--- src/rtl/spim_pkg.sv ---
`timescale 1ns/1ps
package spim_pkg;
  localparam int DATA_W = 16;
  localparam int WS_W   = $clog2(DATA_W);
  localparam int CS_N   = 8;
  localparam int CSI_W  = $clog2(CS_N);
  localparam int PRE_W  = 8;
  localparam int HP_W   = 2 * PRE_W;
  localparam int EC_W   = $clog2(2 * DATA_W) + 1;

  typedef struct packed {
    logic              stop;
    logic              skip;
    logic [DATA_W-1:0] data;
  } tx_ent_t;

  typedef struct packed {
    logic              first;
    logic [DATA_W-1:0] data;
  } rx_ent_t;

  typedef enum logic [1:0] {S_IDLE, S_SHIFT, S_HOLD, S_TAIL} eng_state_t;

  // half period of the serial clock in system clocks
  function automatic logic [HP_W-1:0] half_period(input logic [PRE_W-1:0] presc,
                                                  input logic [PRE_W-1:0] rate);
    logic [PRE_W-1:0] eff;
    eff = {presc[PRE_W-1:1], 1'b0};
    if (eff == '0) eff = PRE_W'(1);
    return HP_W'(eff) * (HP_W'(rate) + HP_W'(1));
  endfunction

  // low (ws+1) bits set
  function automatic logic [DATA_W-1:0] word_mask(input logic [WS_W-1:0] ws);
    logic [DATA_W:0] m;
    m = ((DATA_W+1)'(1) << ({1'b0, ws} + (WS_W+1)'(1))) - (DATA_W+1)'(1);
    return m[DATA_W-1:0];
  endfunction
endpackage

--- src/rtl/spim_fifo.sv ---
`timescale 1ns/1ps
module spim_fifo #(
  parameter int W     = 18,
  parameter int DEPTH = 8
) (
  input  logic         clk,
  input  logic         rst_n,
  input  logic         push_i,
  input  logic [W-1:0] din,
  input  logic         pop_i,
  output logic [W-1:0] dout,
  output logic         full,
  output logic         empty
);
  localparam int AW = $clog2(DEPTH);
  localparam int CW = AW + 1;

  logic [W-1:0]  mem [DEPTH];
  logic [AW-1:0] wr_ptr, rd_ptr;
  logic [CW-1:0] count;
  logic          do_push, do_pop;

  assign full    = (count == CW'(DEPTH));
  assign empty   = (count == '0);
  assign do_push = push_i && !full;
  assign do_pop  = pop_i && !empty;
  assign dout    = mem[rd_ptr];

  always_ff @(posedge clk) begin
    if (do_push) mem[wr_ptr] <= din;
  end

  always_ff @(posedge clk or negedge rst_n) begin
    if (!rst_n) begin
      wr_ptr <= '0;
      rd_ptr <= '0;
      count  <= '0;
    end else begin
      if (do_push) wr_ptr <= (wr_ptr == AW'(DEPTH-1)) ? '0 : wr_ptr + AW'(1);
      if (do_pop)  rd_ptr <= (rd_ptr == AW'(DEPTH-1)) ? '0 : rd_ptr + AW'(1);
      count <= count + CW'(do_push) - CW'(do_pop);
    end
  end

  // a full queue with no pop stays full: extra pushes are dropped
  p_full_hold_r13: assert property (@(posedge clk) disable iff (!rst_n)
    (full && !pop_i) |=> full);
  p_empty_hold_r13: assert property (@(posedge clk) disable iff (!rst_n)
    (empty && !push_i) |=> empty);
endmodule

--- src/rtl/spim_tick.sv ---
`timescale 1ns/1ps
module spim_tick #(
  parameter int CW = 16
) (
  input  logic          clk,
  input  logic          rst_n,
  input  logic          clr,
  input  logic [CW-1:0] half,
  output logic          tick
);
  logic [CW-1:0] cnt;

  assign tick = !clr && (cnt == '0);

  always_ff @(posedge clk or negedge rst_n) begin
    if (!rst_n)                  cnt <= '0;
    else if (clr || cnt == '0)   cnt <= half - CW'(1);
    else                         cnt <= cnt - CW'(1);
  end
endmodule

--- src/rtl/spim_engine.sv ---
`timescale 1ns/1ps
module spim_engine
  import spim_pkg::*;
(
  input  logic            clk,
  input  logic            rst_n,
  input  logic            cfg_enable,
  input  logic            cfg_blk,
  input  logic            cfg_cpha,
  input  logic [WS_W-1:0] cfg_ws,
  input  logic            tick,
  output logic            tick_clr,
  input  tx_ent_t         tx_head,
  input  logic            tx_avail,
  output logic            tx_pop,
  output logic            word_end,
  output rx_ent_t         rx_ent,
  input  logic            miso_in,
  output logic            mosi,
  output logic            phase,
  output logic            active
);
  eng_state_t        state, nxt;
  logic [DATA_W-1:0] tx_sr, rx_sr, rx_next;
  logic [EC_W-1:0]   edge_cnt, e_num, two_n;
  logic              cur_stop, first_pend;
  logic              shifting, lead, samp_ev, shift_ev;
  logic              end_entry, load, frame_start;

  assign two_n     = EC_W'({1'b0, cfg_ws} + (WS_W+1)'(1)) << 1;
  assign e_num     = edge_cnt + EC_W'(1);
  assign lead      = e_num[0];
  assign shifting  = tick && (state == S_SHIFT);
  assign samp_ev   = shifting && (cfg_cpha ? !lead : lead);
  assign shift_ev  = shifting && (cfg_cpha ? (lead && e_num != EC_W'(1))
                                           : (!lead && e_num != two_n));
  assign word_end  = shifting && (e_num == two_n);
  assign end_entry = cfg_blk && tx_head.stop && tx_head.skip;
  assign rx_next   = {rx_sr[DATA_W-2:0], miso_in};
  assign rx_ent.data  = (cfg_cpha ? rx_next : rx_sr) & word_mask(cfg_ws);
  assign rx_ent.first = cfg_blk && first_pend;
  assign mosi      = tx_sr[cfg_ws];
  assign active    = (state != S_IDLE);
  assign tick_clr  = (state == S_IDLE) || (state == S_HOLD);

  always_comb begin
    nxt = state; tx_pop = 1'b0; load = 1'b0; frame_start = 1'b0;
    case (state)
      S_IDLE: if (cfg_enable && tx_avail) begin
        tx_pop = 1'b1;
        if (!end_entry) begin load = 1'b1; frame_start = 1'b1; nxt = S_SHIFT; end
      end
      S_SHIFT: if (word_end) begin
        if (cur_stop) nxt = S_TAIL;
        else if (tx_avail) begin
          tx_pop = 1'b1;
          if (end_entry) nxt = S_TAIL;
          else load = 1'b1;
        end else nxt = cfg_blk ? S_HOLD : S_TAIL;
      end
      S_HOLD: if (tx_avail) begin
        tx_pop = 1'b1;
        if (end_entry) nxt = S_TAIL;
        else begin load = 1'b1; nxt = S_SHIFT; end
      end
      S_TAIL: if (tick) nxt = S_IDLE;
      default: nxt = S_IDLE;
    endcase
  end

  always_ff @(posedge clk or negedge rst_n) begin
    if (!rst_n) begin
      state <= S_IDLE; tx_sr <= '0; rx_sr <= '0; edge_cnt <= '0;
      phase <= 1'b0; cur_stop <= 1'b0; first_pend <= 1'b0;
    end else begin
      state <= nxt;
      if (load) begin
        tx_sr    <= tx_head.data;
        cur_stop <= cfg_blk && tx_head.stop;
      end else if (shift_ev) tx_sr <= tx_sr << 1;
      if (load || word_end) edge_cnt <= '0;
      else if (shifting)    edge_cnt <= e_num;
      if (shifting) phase <= ~phase;
      if (samp_ev)  rx_sr <= rx_next;
      if (frame_start)   first_pend <= 1'b1;
      else if (word_end) first_pend <= 1'b0;
    end
  end

  // edge counter never passes the last edge of a word
  p_edge_bound_r1: assert property (@(posedge clk) disable iff (!rst_n)
    (state == S_SHIFT) |-> (edge_cnt < two_n));
  // the final edge of every word returns the clock to its idle level
  p_word_idle_r2: assert property (@(posedge clk) disable iff (!rst_n)
    word_end |=> !phase);
endmodule

--- src/rtl/spim_master.sv ---
`timescale 1ns/1ps
module spim_master
  import spim_pkg::*;
#(
  parameter int TX_DEPTH = 8,
  parameter int RX_DEPTH = 8
) (
  input  logic              clk,
  input  logic              rst_n,
  input  logic              cfg_enable,
  input  logic              cfg_blk,
  input  logic              cfg_loop,
  input  logic              cfg_cpol,
  input  logic              cfg_cpha,
  input  logic [WS_W-1:0]   cfg_ws,
  input  logic [PRE_W-1:0]  cfg_presc,
  input  logic [PRE_W-1:0]  cfg_rate,
  input  logic [CSI_W-1:0]  cfg_csidx,
  input  logic              tx_valid,
  output logic              tx_ready,
  input  logic [DATA_W-1:0] tx_data,
  input  logic              tx_stop,
  input  logic              tx_skip,
  output logic              rx_valid,
  input  logic              rx_ready,
  output logic [DATA_W-1:0] rx_data,
  output logic              rx_first,
  output logic              sclk,
  output logic              mosi,
  input  logic              miso,
  output logic [CS_N-1:0]   cs_n,
  output logic              busy
);
  tx_ent_t tx_in, tx_head;
  rx_ent_t rx_ent, rx_out;
  logic tx_full, tx_empty, rx_full, rx_empty, tx_pop;
  logic word_end, rx_push, tick, tick_clr, phase, miso_in;

  assign tx_in    = '{stop: tx_stop, skip: tx_skip, data: tx_data};
  assign tx_ready = !tx_full;
  assign rx_valid = !rx_empty;
  assign rx_data  = rx_out.data;
  assign rx_first = rx_out.first;
  assign rx_push  = word_end && !rx_full;
  assign miso_in  = cfg_loop ? mosi : miso;
  assign sclk     = cfg_cpol ^ phase;
  assign cs_n     = busy ? ~(CS_N'(1) << cfg_csidx) : '1;

  spim_fifo #(.W($bits(tx_ent_t)), .DEPTH(TX_DEPTH)) u_txq (
    .clk, .rst_n, .push_i(tx_valid), .din(tx_in), .pop_i(tx_pop),
    .dout(tx_head), .full(tx_full), .empty(tx_empty));

  spim_fifo #(.W($bits(rx_ent_t)), .DEPTH(RX_DEPTH)) u_rxq (
    .clk, .rst_n, .push_i(rx_push), .din(rx_ent), .pop_i(rx_ready),
    .dout(rx_out), .full(rx_full), .empty(rx_empty));

  spim_tick #(.CW(HP_W)) u_tick (
    .clk, .rst_n, .clr(tick_clr), .half(half_period(cfg_presc, cfg_rate)), .tick);

  spim_engine u_eng (
    .clk, .rst_n, .cfg_enable, .cfg_blk, .cfg_cpha, .cfg_ws,
    .tick, .tick_clr, .tx_head, .tx_avail(!tx_empty), .tx_pop,
    .word_end, .rx_ent, .miso_in, .mosi, .phase, .active(busy));

  p_cs_onehot_r4: assert property (@(posedge clk) disable iff (!rst_n)
    $onehot0(~cs_n));
  p_busy_cs_r12: assert property (@(posedge clk) disable iff (!rst_n)
    busy |-> !cs_n[cfg_csidx]);
  p_sclk_idle_r2: assert property (@(posedge clk) disable iff (!rst_n)
    !busy |-> (sclk == cfg_cpol));
endmodule

--- config.mk ---
export PLATFORM = sky130hd
export DESIGN_NAME = spim_master
export DESIGN_NICKNAME = d
export VERILOG_FILES = /design/src/rtl/spim_pkg.sv /design/src/rtl/spim_fifo.sv /design/src/rtl/spim_tick.sv /design/src/rtl/spim_engine.sv /design/src/rtl/spim_master.sv
export SDC_FILE = /design/constraint.sdc
export NUM_CORES = 1
export LEC_CHECK = 0
export BUFFER_PORTS_ARGS = -buffer_cell sky130_fd_sc_hd__buf_2
export CAP_MARGIN = 20
export CORE_MARGIN = 2
export CORE_UTILIZATION = 60
export CTS_BUF_LIST = sky130_fd_sc_hd__clkbuf_8
export DETAILED_ROUTE_END_ITERATION = 10
export HOLD_SLACK_MARGIN = 0.15
export PLACE_DENSITY = 0.83
export SLEW_MARGIN = 40
export SYNTH_ARGS = -nofsm -noshare
export SYNTH_HDL_FRONTEND = slang
export SYNTH_SLANG_ARGS = --single-unit
--- constraint.sdc ---
create_clock -name clk -period 7.25 [get_ports clk]
set_clock_uncertainty 0.2 [all_clocks]
set_input_delay 1.45 -clock clk [delete_from_list [all_inputs] [get_ports clk]]
set_output_delay 1.45 -clock clk [all_outputs]
set_load 0.01 [all_outputs]
; ---- Word level (Yosys, flattened, before mapping)
; Memories as Yosys holds them, arrays and structs flattened.
; Index checks and enable logic that the tools add are counted.
[totals]
regBits = 79
latchBits = 0
mem_bits_rw = 280
rom_bits = 0
in_bits = 51
out_inout_bits = 30
elab_cells = 138
n_memories = 2
[classes]
n_addsub = 15
n_mul = 1
n_div = 0
magnitude_cmp = 1
eq_ne = 18
n_shift = 2
muxes = 46
bitwise = 4
n_reduce_logical = 35
[mem_list]
columns = memory, words, width, read_ports, rd_clocked_by_memory_dff, wr, line
row1 = u_txq.mem, 8, 18, 1, 0, 1, spim_fifo.sv:18  ; logic [W-1:0] mem [DEPTH];
row2 = u_rxq.mem, 8, 17, 1, 0, 1, spim_fifo.sv:18
[op_table]
columns = op, n
row1 = 2-to-1 mux 16 bit, 4
row2 = "subtractor 16 x 1 -> 16 bit, second input constant", 2
row3 = 2-to-1 mux 1 bit, 21
row4 = 2-to-1 mux 2 bit, 9
row5 = bitwise AND 16 bit, 1
row6 = logical AND 1 bit, 16
row7 = zero test 16 bit, 1
row8 = multiplier 8 x 9 -> 16 bit, 1
row9 = 2-to-1 mux 8 bit, 2
row10 = "<< shifter 1 x 5 -> 16 bit, first input constant", 1
row11 = "subtractor 16 x 2 -> 16 bit, second input constant", 1
row12 = "adder 3 x 1 -> 3 bit, second input constant", 4
row13 = "== test 3 bit, second input constant", 4
row14 = 2-to-1 mux 3 bit, 4
row15 = 2-to-1 mux 6 bit, 2
row16 = "adder 4 x 1 -> 5 bit, second input constant", 2
row17 = "adder 8 x 1 -> 9 bit, second input constant", 1
row18 = adder 4 x 1 -> 4 bit, 2
row19 = "== test 4 bit, second input constant", 2
row20 = zero test 4 bit, 2
row21 = NOT 8 bit, 1
row22 = case mux 2 bit (4 select lines), 1
row23 = nonzero test 2 bit, 4
row24 = "<< shifter 1 x 3 -> 8 bit, first input constant", 1
row25 = 20 further kinds, 33

; ---- Longest topological paths before layout
; Gate-level depths: netlist of run 1.
[depth]
word_depth = 10
depth_mapped = 21

; ---- By module
; Synthesis of run 1 repeated with hierarchy kept, for this count alone.
[hier_totals]
cells_unflattened = 1292
hier_area_um2 = 18889.4
[modules_own_cells]
columns = mod, n_inst, cells_each, area_per_inst_um2, seq_area_each_um2
row1 = spim_fifo at u_txq, 1, 268, 6162.2, 4574.4
row2 = spim_fifo at u_rxq, 1, 257, 5869.4, 4334.2
row3 = spim_engine, 1, 325, 3083.0, 1076.0
row4 = spim_master, 1, 309, 2573.7, 0.0
row5 = spim_tick, 1, 133, 1201.2, 400.4

; ---- Worst setup path after synthesis of run 1
; No wires, ideal clock.
[synth_timing]
path_type = input port to flip-flop
start = in cfg_presc[6]
end = reg u_tick.cnt[13]
t_arrival_ns = 6.358
required_ns = 6.955
setup_slack_ns = 0.596
cell_stages = 19
path_cell_list = clkbuf_1 or4_1 nor4_1 nand2_1 fa_1 inv_1 fa_1 fa_1 inv_1 fa_1 inv_1 ha_1 a21o_1 a21oi_1 nor2b_1 o31a_1 o21a_1 o21a_1 o31ai_1
[synth_between]
elab_chain_cells = 5
[synth_lines]
columns = element, line
row1 = from (decl), spim_master.sv:16  ; input logic [PRE_W-1:0] cfg_presc,
row2 = zero test 7 bit, spim_pkg.sv:29  ; if (eff == '0) eff = PRE_W'(1);
row3 = 2-to-1 mux 8 bit *, spim_pkg.sv:29
row4 = multiplier 8 x 9 -> 16 bit *, spim_pkg.sv:30  ; return HP_W'(eff) * (HP_W'(rate) + HP_W'(1));
row5 = subtractor 16 x 1 -> 16 bit *, spim_tick.sv:17  ; else if (clr || cnt == '0) cnt <= half - CW'(1);
row6 = 2-to-1 mux 16 bit *, spim_tick.sv:17
row7 = to (signal assigned), spim_tick.sv:17
row8 = to (signal assigned), spim_tick.sv:18  ; else cnt <= cnt - CW'(1);
row9 = to (decl), spim_tick.sv:11  ; logic [CW-1:0] cnt;
; Mark *: on every way between the ends. The rest lies on a longest branch, timed or not.
; A chain may end at the register's enable or synchronous reset.

; ---- Worst setup path in the final report of run 1
[layout_timing]
start = in cfg_rate[0]
end = reg u_tick.cnt[14]
[layout_between]
elab_chain_cells = 4
[layout_lines]
columns = element, line
row1 = from (decl), spim_master.sv:17  ; input logic [PRE_W-1:0] cfg_rate,
row2 = adder 8 x 1 -> 9 bit, spim_pkg.sv:30
row3 = multiplier 8 x 9 -> 16 bit, spim_pkg.sv:30
row4 = subtractor 16 x 1 -> 16 bit, spim_tick.sv:17
row5 = 2-to-1 mux 16 bit, spim_tick.sv:17
; Every way passes these cells.

==> results of run 1 <==
metal layers:
metal  routed length [um]  vias up  GRT usage (%)
met1                14100     5287           30.0
met4                  607        0           5.86
met3                 1870       46           3.54
met5                    0        -              0
li1                     -     4869              -
met2                18100      293           40.0
cell usage after synthesis, types with 3 or more instances:
master | n | area [um^2]
buf_1 | 5 | 18.8
mux2i_1 | 64 | 641
o21a_1 | 7 | 52.6
a21o_1 | 8 | 60.1
mux4_2 | 74 | 1670
xor2_1 | 21 | 184
nor2_1 | 41 | 154
nand2b_1 | 18 | 113
fa_1 | 49 | 981
mux2_2 | 40 | 450
buf_2 | 4 | 20.0
inv_1 | 107 | 402
nor4b_1 | 4 | 35.0
or3_1 | 4 | 25.0
o211ai_1 | 3 | 22.5
clkbuf_1 | 29 | 109
buf_4 | 6 | 45.0
dfrtp_1 | 79 | 1980
o21ai_0 | 31 | 155
nand3_1 | 15 | 75.1
and3_1 | 3 | 18.8
a21oi_1 | 26 | 130
nor4_1 | 7 | 43.8
nand2_1 | 98 | 368
nor3_1 | 20 | 100
or4_1 | 4 | 30.0
ha_1 | 67 | 838
edfxtp_1 | 280 | 8410
nand3b_1 | 4 | 30.0
a31oi_1 | 9 | 56.3
o31ai_1 | 7 | 52.6
xnor2_1 | 26 | 228
nor2b_1 | 14 | 87.6
and2_1 | 33 | 206
nor3b_1 | 6 | 45.0
state kept, by name (all words and copies together), names as in the netlist:
signal and cells:
u_rxq.count 4, u_rxq.rd_ptr 3, u_eng.tx_sr 16, u_eng.edge_cnt 6, u_eng.state 2, u_txq.rd_ptr 3, u_eng.phase 1, u_tick.cnt 16
u_txq.count 4, u_eng.first_pend 1, u_rxq.mem 136, u_txq.wr_ptr 3, u_eng.rx_sr 16, u_eng.cur_stop 1, u_rxq.wr_ptr 3, u_txq.mem 144
power by group through the flow:
stage          Sequential (mW)  Combinational (mW)  Clock, mW
3_5_place_dp              2.81                2.37          0
5_1_grt                   2.81                2.64       1.66
6_report                  2.77                2.35       1.54
4_1_cts                   2.77                2.39       1.57
3_3_place_gp              2.78                2.29          0
2_1_floorplan             2.67                1.92          0
worst paths after layout:
check                             startpoint  slack (ps)                to
max                              cfg_rate[0]        1070    u_tick.cnt[14]
min                          u_eng.rx_sr[15]         310   u_eng.rx_sr[15]
max reg2reg                u_eng.edge_cnt[0]        3170  u_rxq.mem[2][11]
min reg2reg                  u_eng.rx_sr[15]         310   u_eng.rx_sr[15]
max in group asynchronous              rst_n        5450   u_txq.rd_ptr[0]
min in group asynchronous              rst_n         480   u_eng.tx_sr[10]
metrics by stage:
stage	hold WS [ps]	std cells	utilization (%)	power, mW	instance area (um^2)
after floorplan	256	1256	-	4.59	18300
after detailed placement	296	1706	64.5	5.18	19200
final	310	1806	68.0	6.66	20300
after global routing	341	1806	68.0	7.10	20300
after global placement	277	1705	64.5	5.07	19200
after CTS	310	1806	68.0	6.73	20300
final cells by class:
cell class / instances / area [um^2]
Tap cell: 390 / 488
Clock inverter: 42 / 230
Inverter: 107 / 402
Fill cell: 1978 / 9540
Multi-Input combinational cell: 743 / 7340
Sequential cell: 359 / 10400
Clock buffer: 58 / 798
Timing Repair Buffer: 107 / 612
kinds of logic (layout without fill, tap and decap cells):
kind of cell,count (synthesis),count (layout),synth area share (%)
flops,359,359,56.8
simple gates,285,285,8.02
mux,178,178,15.1
buf+inv,154,314,3.48
fa+ha+maj,116,116,9.94
compound gates,114,114,4.10
xor+xnor,50,50,2.62
==> metrics.txt, run 1 <==
outcome finished, final reports clean; vias in the first global route about 11000; clk sinks about 360; NetSw between 2 and 2.5 mW; DRC Markers 0; Vias/cell 5.81; FP Rows 63; Syn Nets between 1000 and 1500; count of nets after finishing about 1500; worst vdd ir roughly 250 uV; cell area power density ~330 mW/mm^2; Die W between 150 and 200 um; most frequent cells in the layout edfxtp_1 (280), inv_1 (118), nand2_1 (98); largest net degree at the start of global routing 75; number of synthesized register bits 359; PostCTS Resize Cnt 0; sequential element share of the synthesized area approximately 57%; setup ws final approximately 1100 ps; Worst path depth 19; crit share post-route between 80% and 90%; Max-Cap Viols 0; count of cell types in the netlist 70; Worst path slowest cell fa_1; Req. time, crit path about 7500 ps; TritonCTS Buffers 54; wire length per cell ~19 um; Clk pin slew, worst setup/hold paths about 70 ps; die area 0.0319 mm^2; final hold vios 0; Async S/R FF share, synth between 20 and 25%; WP buf/inv 4; I/O pin count 81; Slew Limit Fails 0; predominant post-synthesis flop cell edfxtp_1; crit path time final about 6200 ps; Syn Inst Count between 1000 and 1500; CP peak stage delay about 550 ps; Cell Area, Synth 0.0183 mm^2; Internal Power around 4.4 mW; final setup fails 0; CTS tree built; hold depth 1; Worst-Margin Slew ~860 ps; GPL Wtd Cong 0.888; most used cell, CP fa_1; syn_area_per_cell 14.6 um^2; # hold bufs at CTS 0; Worst Path Max Fanout 11; Clk Latency, worst-skew pair approximately 600 ps; Clock Power Share between 20% and 30%; Top delay family on crit path adder cells; Rel. slew slack roughly 43%; crit path DAT 6450 ps; n_diodes 0; fraction of layout cells with a size suffix above 1 about 23%; Reg2Reg Depth 8; FMAX around 0.16 GHz; Reg power frac 41.6%; die height 179 um; Comb power frac 35.4%; RSZ-0062 raised after global routing false; routed vias 10495; sw frac 33.3%; Initial DRC Count between 800 and 900; Antenna Nets Post-Route 0; Fin Setup TNS 0 ps; core area around 0.030 mm^2; All-Layer GR Usage approximately 23%; routed wire length between 30000 and 40000 um; CP Class in2reg; post-DP HPWL between 20000 and 25000 um; worst min path class reg2reg; Setup Buffers After CTS 0; Syn. warnings 0; htree depth 2; clock buffer depth 3; Critical Path End Type register; starting density of the core around 61%; Leak between 7 and 8 nW; Setup Slack @ Placement between 500 and 600 ps; initial antenna violation count 0; Post-synth EDFFs 280; Pre-antenna DRT Iters 5; total grt overflow 0; clk root buf clkbuf_8; commonest non-fill, non-tap cell in the layout edfxtp_1; area delta synth->final 10.7%; Startpoint Class primary input; count of input and output buffers 79; CP Cell Sequence buf_2 > ha_1 > nand3_1 > nor2_1 > xor2_1 > nand2_1 > fa_1 > inv_1 > fa_1 > fa_1 > inv_1 > fa_1 > inv_1 > ha_1 > a211o_1 > o311a_1 > o31ai_1 > nand4b_1 > o311ai_0; first-pass GRT wire length 55800 um
No activity file was read; power rests on OpenSTA's default activity.
==> inputs of run 2 (changes only) <==
==> constraint.sdc (replaced) <==
create_clock -name clk -period 7.25 [get_ports clk]
set_clock_uncertainty 0.2 [all_clocks]
set_input_delay 0.725 -clock clk [delete_from_list [all_inputs] [get_ports clk]]
set_output_delay 0.725 -clock clk [all_outputs]
set_load 0.01 [all_outputs]
==> run 2 against run 1 <==
Sequential power about the same. Combinational power about the same. Register-to-register slack got worse by 30 ps. Maximum frequency increased by 8.4%. Hold slack got worse by 100 ps. Via count increased by 1.2%. Wire length decreased by 0.46%. Clock power increased by 5%. Critical path type unchanged. Largest cell class unchanged. Highest routed layer is now met5.
==> metrics.txt, run 2 (synthesis gave the netlist of run 1 again) <==
placed cell area 0.0192 mm^2; Clk pin slew, worst setup/hold paths around 60 ps; Reg power frac between 40 and 50%; initial antenna violation count 3; Req. time, crit path ~7500 ps; Max-Cap Viols 0; htree depth 2; max reg flops 144; routed vias about 11000; Largest Register u_txq.mem; hold depth 1; total grt overflow 0; post-DP HPWL 23100 um; FMAX ~0.18 GHz; Startpoint Class primary input; final hold vios 0; starting density of the core approximately 61%; Pre-antenna DRT Iters 5; TritonCTS Buffers 55; worst min path class in2reg; design area 0.0203 mm^2; PostCTS Resize Cnt 0; RSZ-0062 raised after global routing false; Fin Setup TNS 0 ps; area delta synth->final 10.9%; All-Layer GR Usage 22.4%; Comb power frac 34.9%; Leak 7.81 nW; vias in the first global route ~11000; NetSw 2.22 mW; Die W 179 um; Rel. slew slack roughly 45%; most frequent cells in the layout edfxtp_1 (280), inv_1 (128), nand2_1 (98); largest net degree at the start of global routing between 70 and 80; Slew Limit Fails 0; final setup fails 0; outcome finished, final reports clean; FP Rows 63; CTS tree built; fraction of layout cells with a size suffix above 1 between 20 and 25%; cell area power density 332 mW/mm^2; Antenna Nets Post-Route 0; DRC Markers 0; Worst-Margin Slew slightly above 800 ps; count of input and output buffers 79; count of nets after finishing between 1500 and 2000; CP Class in2reg; clk root buf clkbuf_8; core area 0.0298 mm^2; die height between 150 and 200 um; biggest regs u_txq.mem x144, u_rxq.mem x136; Internal Power 4.52 mW; routed wire length approximately 35000 um; wire length per cell ~19 um; first-pass GRT wire length ~55000 um; I/O pin count between 80 and 90; Critical Path End Type register; Worst Path Max Fanout 11; Vias/cell around 6; crit share post-route 78.6%; crit path DAT ~6000 ps; sw frac around a third; Clk Latency, worst-skew pair 600 ps; Reg2Reg Depth 8; GPL Wtd Cong 0.883; Clock Power Share about a quarter; Initial DRC Count about 840; clock buffer depth 3; commonest non-fill, non-tap cell in the layout edfxtp_1; # fillers between 2000 and 2500; worst vdd ir 220 uV; crit path time final 5700 ps; die area 0.0319 mm^2; clk sinks approximately 360
-- run 2: repair_timing --
action / in CTS / in global routing
buffers inserted: 0 / 0
hold buffers: 1 / 0
endpoints found under the hold margin: 9 / 0
-- run 2: final timing paths --
path                                   start               end  slack, ps
setup / recovery                 cfg_rate[0]    u_tick.cnt[14]       1550
min in group asynchronous              rst_n    u_eng.tx_sr[8]        290
hold reg to reg             u_eng.first_pend  u_eng.first_pend        290
hold / removal                    tx_data[5]   u_txq.mem[4][5]        210
max in group asynchronous              rst_n   u_txq.rd_ptr[0]       5610
setup reg to reg           u_eng.edge_cnt[0]  u_rxq.mem[2][12]       3140
-- run 2: critical path, stage by stage --
cell      delay [ps]
buf_2            220
ha_1             230
nand3_1          150
nor2_1           150
xor2_1           530
nand2_1          170
fa_1             550
inv_1             50
fa_1             480
fa_1             500
inv_1             50
fa_1             520
inv_1             40
ha_1             350
a211o_1          330
o311a_1          300
o31ai_1          320
nand4b_1         160
o311ai_0         120
-- run 2: cell type report --
| cell class | count | area, um^2 | share of cell area [%] |
|---|---|---|---|
| Antenna cell | 2 | 5.00 | 0.0247 |
| Inverter | 107 | 402 | 1.98 |
| Tap cell | 390 | 488 | 2.40 |
| Multi-Input combinational cell | 743 | 7340 | 36.1 |
| Sequential cell | 359 | 10400 | 51.2 |
| Timing Repair Buffer | 105 | 599 | 2.95 |
| Clock inverter | 42 | 265 | 1.31 |
| Clock buffer | 59 | 812 | 4.00 |
-- run 2: layer usage --
| layer | vias to the layer above | share of wire, % | track usage, % |
|---|---|---|---|
| li1 | 4860 | - | - |
| met1 | 5358 | 40 | 29.7 |
| met2 | 344 | 51 | 38.5 |
| met3 | 58 | 6.1 | 3.79 |
| met4 | 2 | 2.1 | 6.40 |
| met5 | - | 0.038 | 0 |
-- run 2: power by group through the flow --
stage          clock [mW]  combinational (mW)  sequential (mW)
2_1_floorplan           0                1.92             2.67
3_3_place_gp            0                2.29             2.79
3_5_place_dp            0                2.37             2.81
4_1_cts              1.64                2.39             2.77
5_1_grt              1.74                2.64             2.81
6_report             1.62                2.35             2.77
-- run 2: stage by stage --
| step | worst slack, ps | utilization [%] | std cells | power, mW | hold WS, ps |
|---|---|---|---|---|---|
| floorplan | 1320 | - | 1256 | 4.59 | 229 |
| global placement | 1120 | 64.4 | 1702 | 5.07 | 278 |
| detailed placement | 981 | 64.5 | 1703 | 5.18 | 276 |
| CTS | 1560 | 68.1 | 1805 | 6.80 | 169 |
| global route | 1330 | 68.1 | 1805 | 7.19 | 187 |
| finish | 1550 | 68.1 | 1807 | 6.74 | 209 |
==> inputs of run 3 (changes only) <==
- clock period: 7.25 -> 5.85 ns (I/O delays scaled with it)
==> run 3 against run 2 <==
Clock power grew 17%. Non-clock buffer count is 31 higher. Register-to-register slack got worse by 1600 ps. Critical endpoint unchanged. Largest cell class unchanged. Largest power group unchanged.
==> metrics.txt, run 3 (synthesis gave the netlist of run 1 again) <==
outcome finished, final reports clean; worst vdd ir roughly 320 uV; Pwr Total 8.29 mW; PostCTS Resize Cnt 0; Pre-antenna DRT Iters 5; Critical Path End Type register; TritonCTS Buffers between 50 and 60; Largest Register u_txq.mem; starting density of the core 61.4%; first-pass GRT wire length 56400 um; routed wire length roughly 35000 um; I/O pin count 81; Clk Latency, worst-skew pair 600 ps; GPL Wtd Cong 0.873; htree depth 2; die area between 0.03 and 0.04 mm^2; crit share post-route approximately nine tenths; Initial DRC Count approximately 800; area delta synth->final 12.3%; final hold vios 0; routed vias roughly 11000; FMAX just under 0.2 GHz; vias in the first global route between 10000 and 15000; Fin Setup TNS 0 ps; post-DP HPWL between 20000 and 25000 um; All-Layer GR Usage between 20% and 30%; final setup fails 0; max reg flops about 140; Max-Cap Viols 0; RSZ-0062 raised after global routing false; # fillers just under 2000; most frequent cells in the layout edfxtp_1 (280), inv_1 (126), nand2_1 (98); Rel. slew slack around 44%; die height roughly 180 um; crit path DAT roughly 5400 ps; Req. time, crit path around 6100 ps; clk root buf clkbuf_8; total grt overflow 0; initial antenna violation count 2; fraction of layout cells with a size suffix above 1 around 23%; clk sinks roughly 360; Worst Path Max Fanout 10; largest net degree at the start of global routing 74; Startpoint Class primary input; Slew Limit Fails 0; Vias/cell between 5 and 6; CP Class in2reg; clock buffer depth 3; Setup Buffers After CTS 0; DRC Markers 0; Antenna Nets Post-Route 0; count of nets after finishing 1568; wire length per cell ~19 um; commonest non-fill, non-tap cell in the layout edfxtp_1; core area just under 0.03 mm^2; Worst-Margin Slew approximately 840 ps; FP Rows between 60 and 70; biggest regs u_txq.mem x144, u_rxq.mem x136; Die W between 150 and 200 um; crit path time final between 5000 and 6000 ps; CTS tree built; Clk pin slew, worst setup/hold paths 60 ps; worst min path class in2reg; Leak 7.92 nW; count of input and output buffers between 70 and 80; cell area power density a little over 400 mW/mm^2
run 3: through the flow:
step | instances | hold slack (ps) | util, % | worst slack [ps] | area (um^2)
2_1_floorplan | 1256 | 89.4 | - | 61.2 | 18300
3_3_place_gp | 1711 | 209 | 64.6 | 174 | 19300
3_5_place_dp | 1712 | 214 | 64.7 | 91.0 | 19300
4_1_cts | 1835 | 174 | 68.9 | 661 | 20500
5_1_grt | 1837 | 177 | 69.0 | 264 | 20500
6_report | 1837 | 213 | 69.0 | 655 | 20500
run 3: critical path, stage by stage:
cell and delay, ps:
buf_2 150, or4_1 500, nor4_1 170, buf_4 210, nand2_1 90, fa_1 480, inv_1 40, ha_1 290
inv_1 70, fa_1 430, fa_1 540, inv_1 40, ha_1 320, nor2b_1 150, o21ai_0 230, a21oi_1 170
o311a_1 370, o31ai_1 330, nand4b_1 140, o311ai_0 120
run 3: final timing paths:
path	cells after the start	to	slack, ps	start
setup / recovery	20	u_tick.cnt[14]	660	cfg_presc[4]
setup reg to reg	8	u_rxq.mem[2][10]	1590	u_eng.edge_cnt[0]
hold / removal	3	u_eng.rx_sr[0]	210	miso
min in group asynchronous	3	u_eng.tx_sr[9]	720	rst_n
max in group asynchronous	4	u_rxq.rd_ptr[1]	3850	rst_n
hold reg to reg	1	u_eng.first_pend	290	u_eng.first_pend
run 3: timing repair:
| action | CTS | global route |
|---|---|---|
| endpoints found under the hold margin | 225 | 0 |
| hold buffers | 23 | 0 |
| setup endpoints to repair | 0 | 0 |
run 3: layout make-up:
type                       instances  area, um^2  area share, %
antenna                            2        5.00         0.0244
clock buffer                      58         798           3.89
clock inverter                    42         218           1.06
inverter                         107         402           1.95
multi-input combinational        743        7350           35.8
sequential                       359       10400           50.6
tap                              390         488           2.38
timing repair buffer             136         891           4.34
run 3: layer usage:
metal  part of all wire [%]  global-route usage (%)  up-vias
met5                      0                       0        -
met4                    2.7                    8.37        0
met3                    4.7                    3.54       79
met2                     52                    39.8      322
met1                     41                    29.2     5390
li1                       -                       -     4926
run 3: report_power, final:
group          total (mW)  switching (mW)  internal (mW)
Sequential           3.46           0.354           3.11
Clock                1.90           0.934          0.964
Combinational        2.93            1.48           1.44
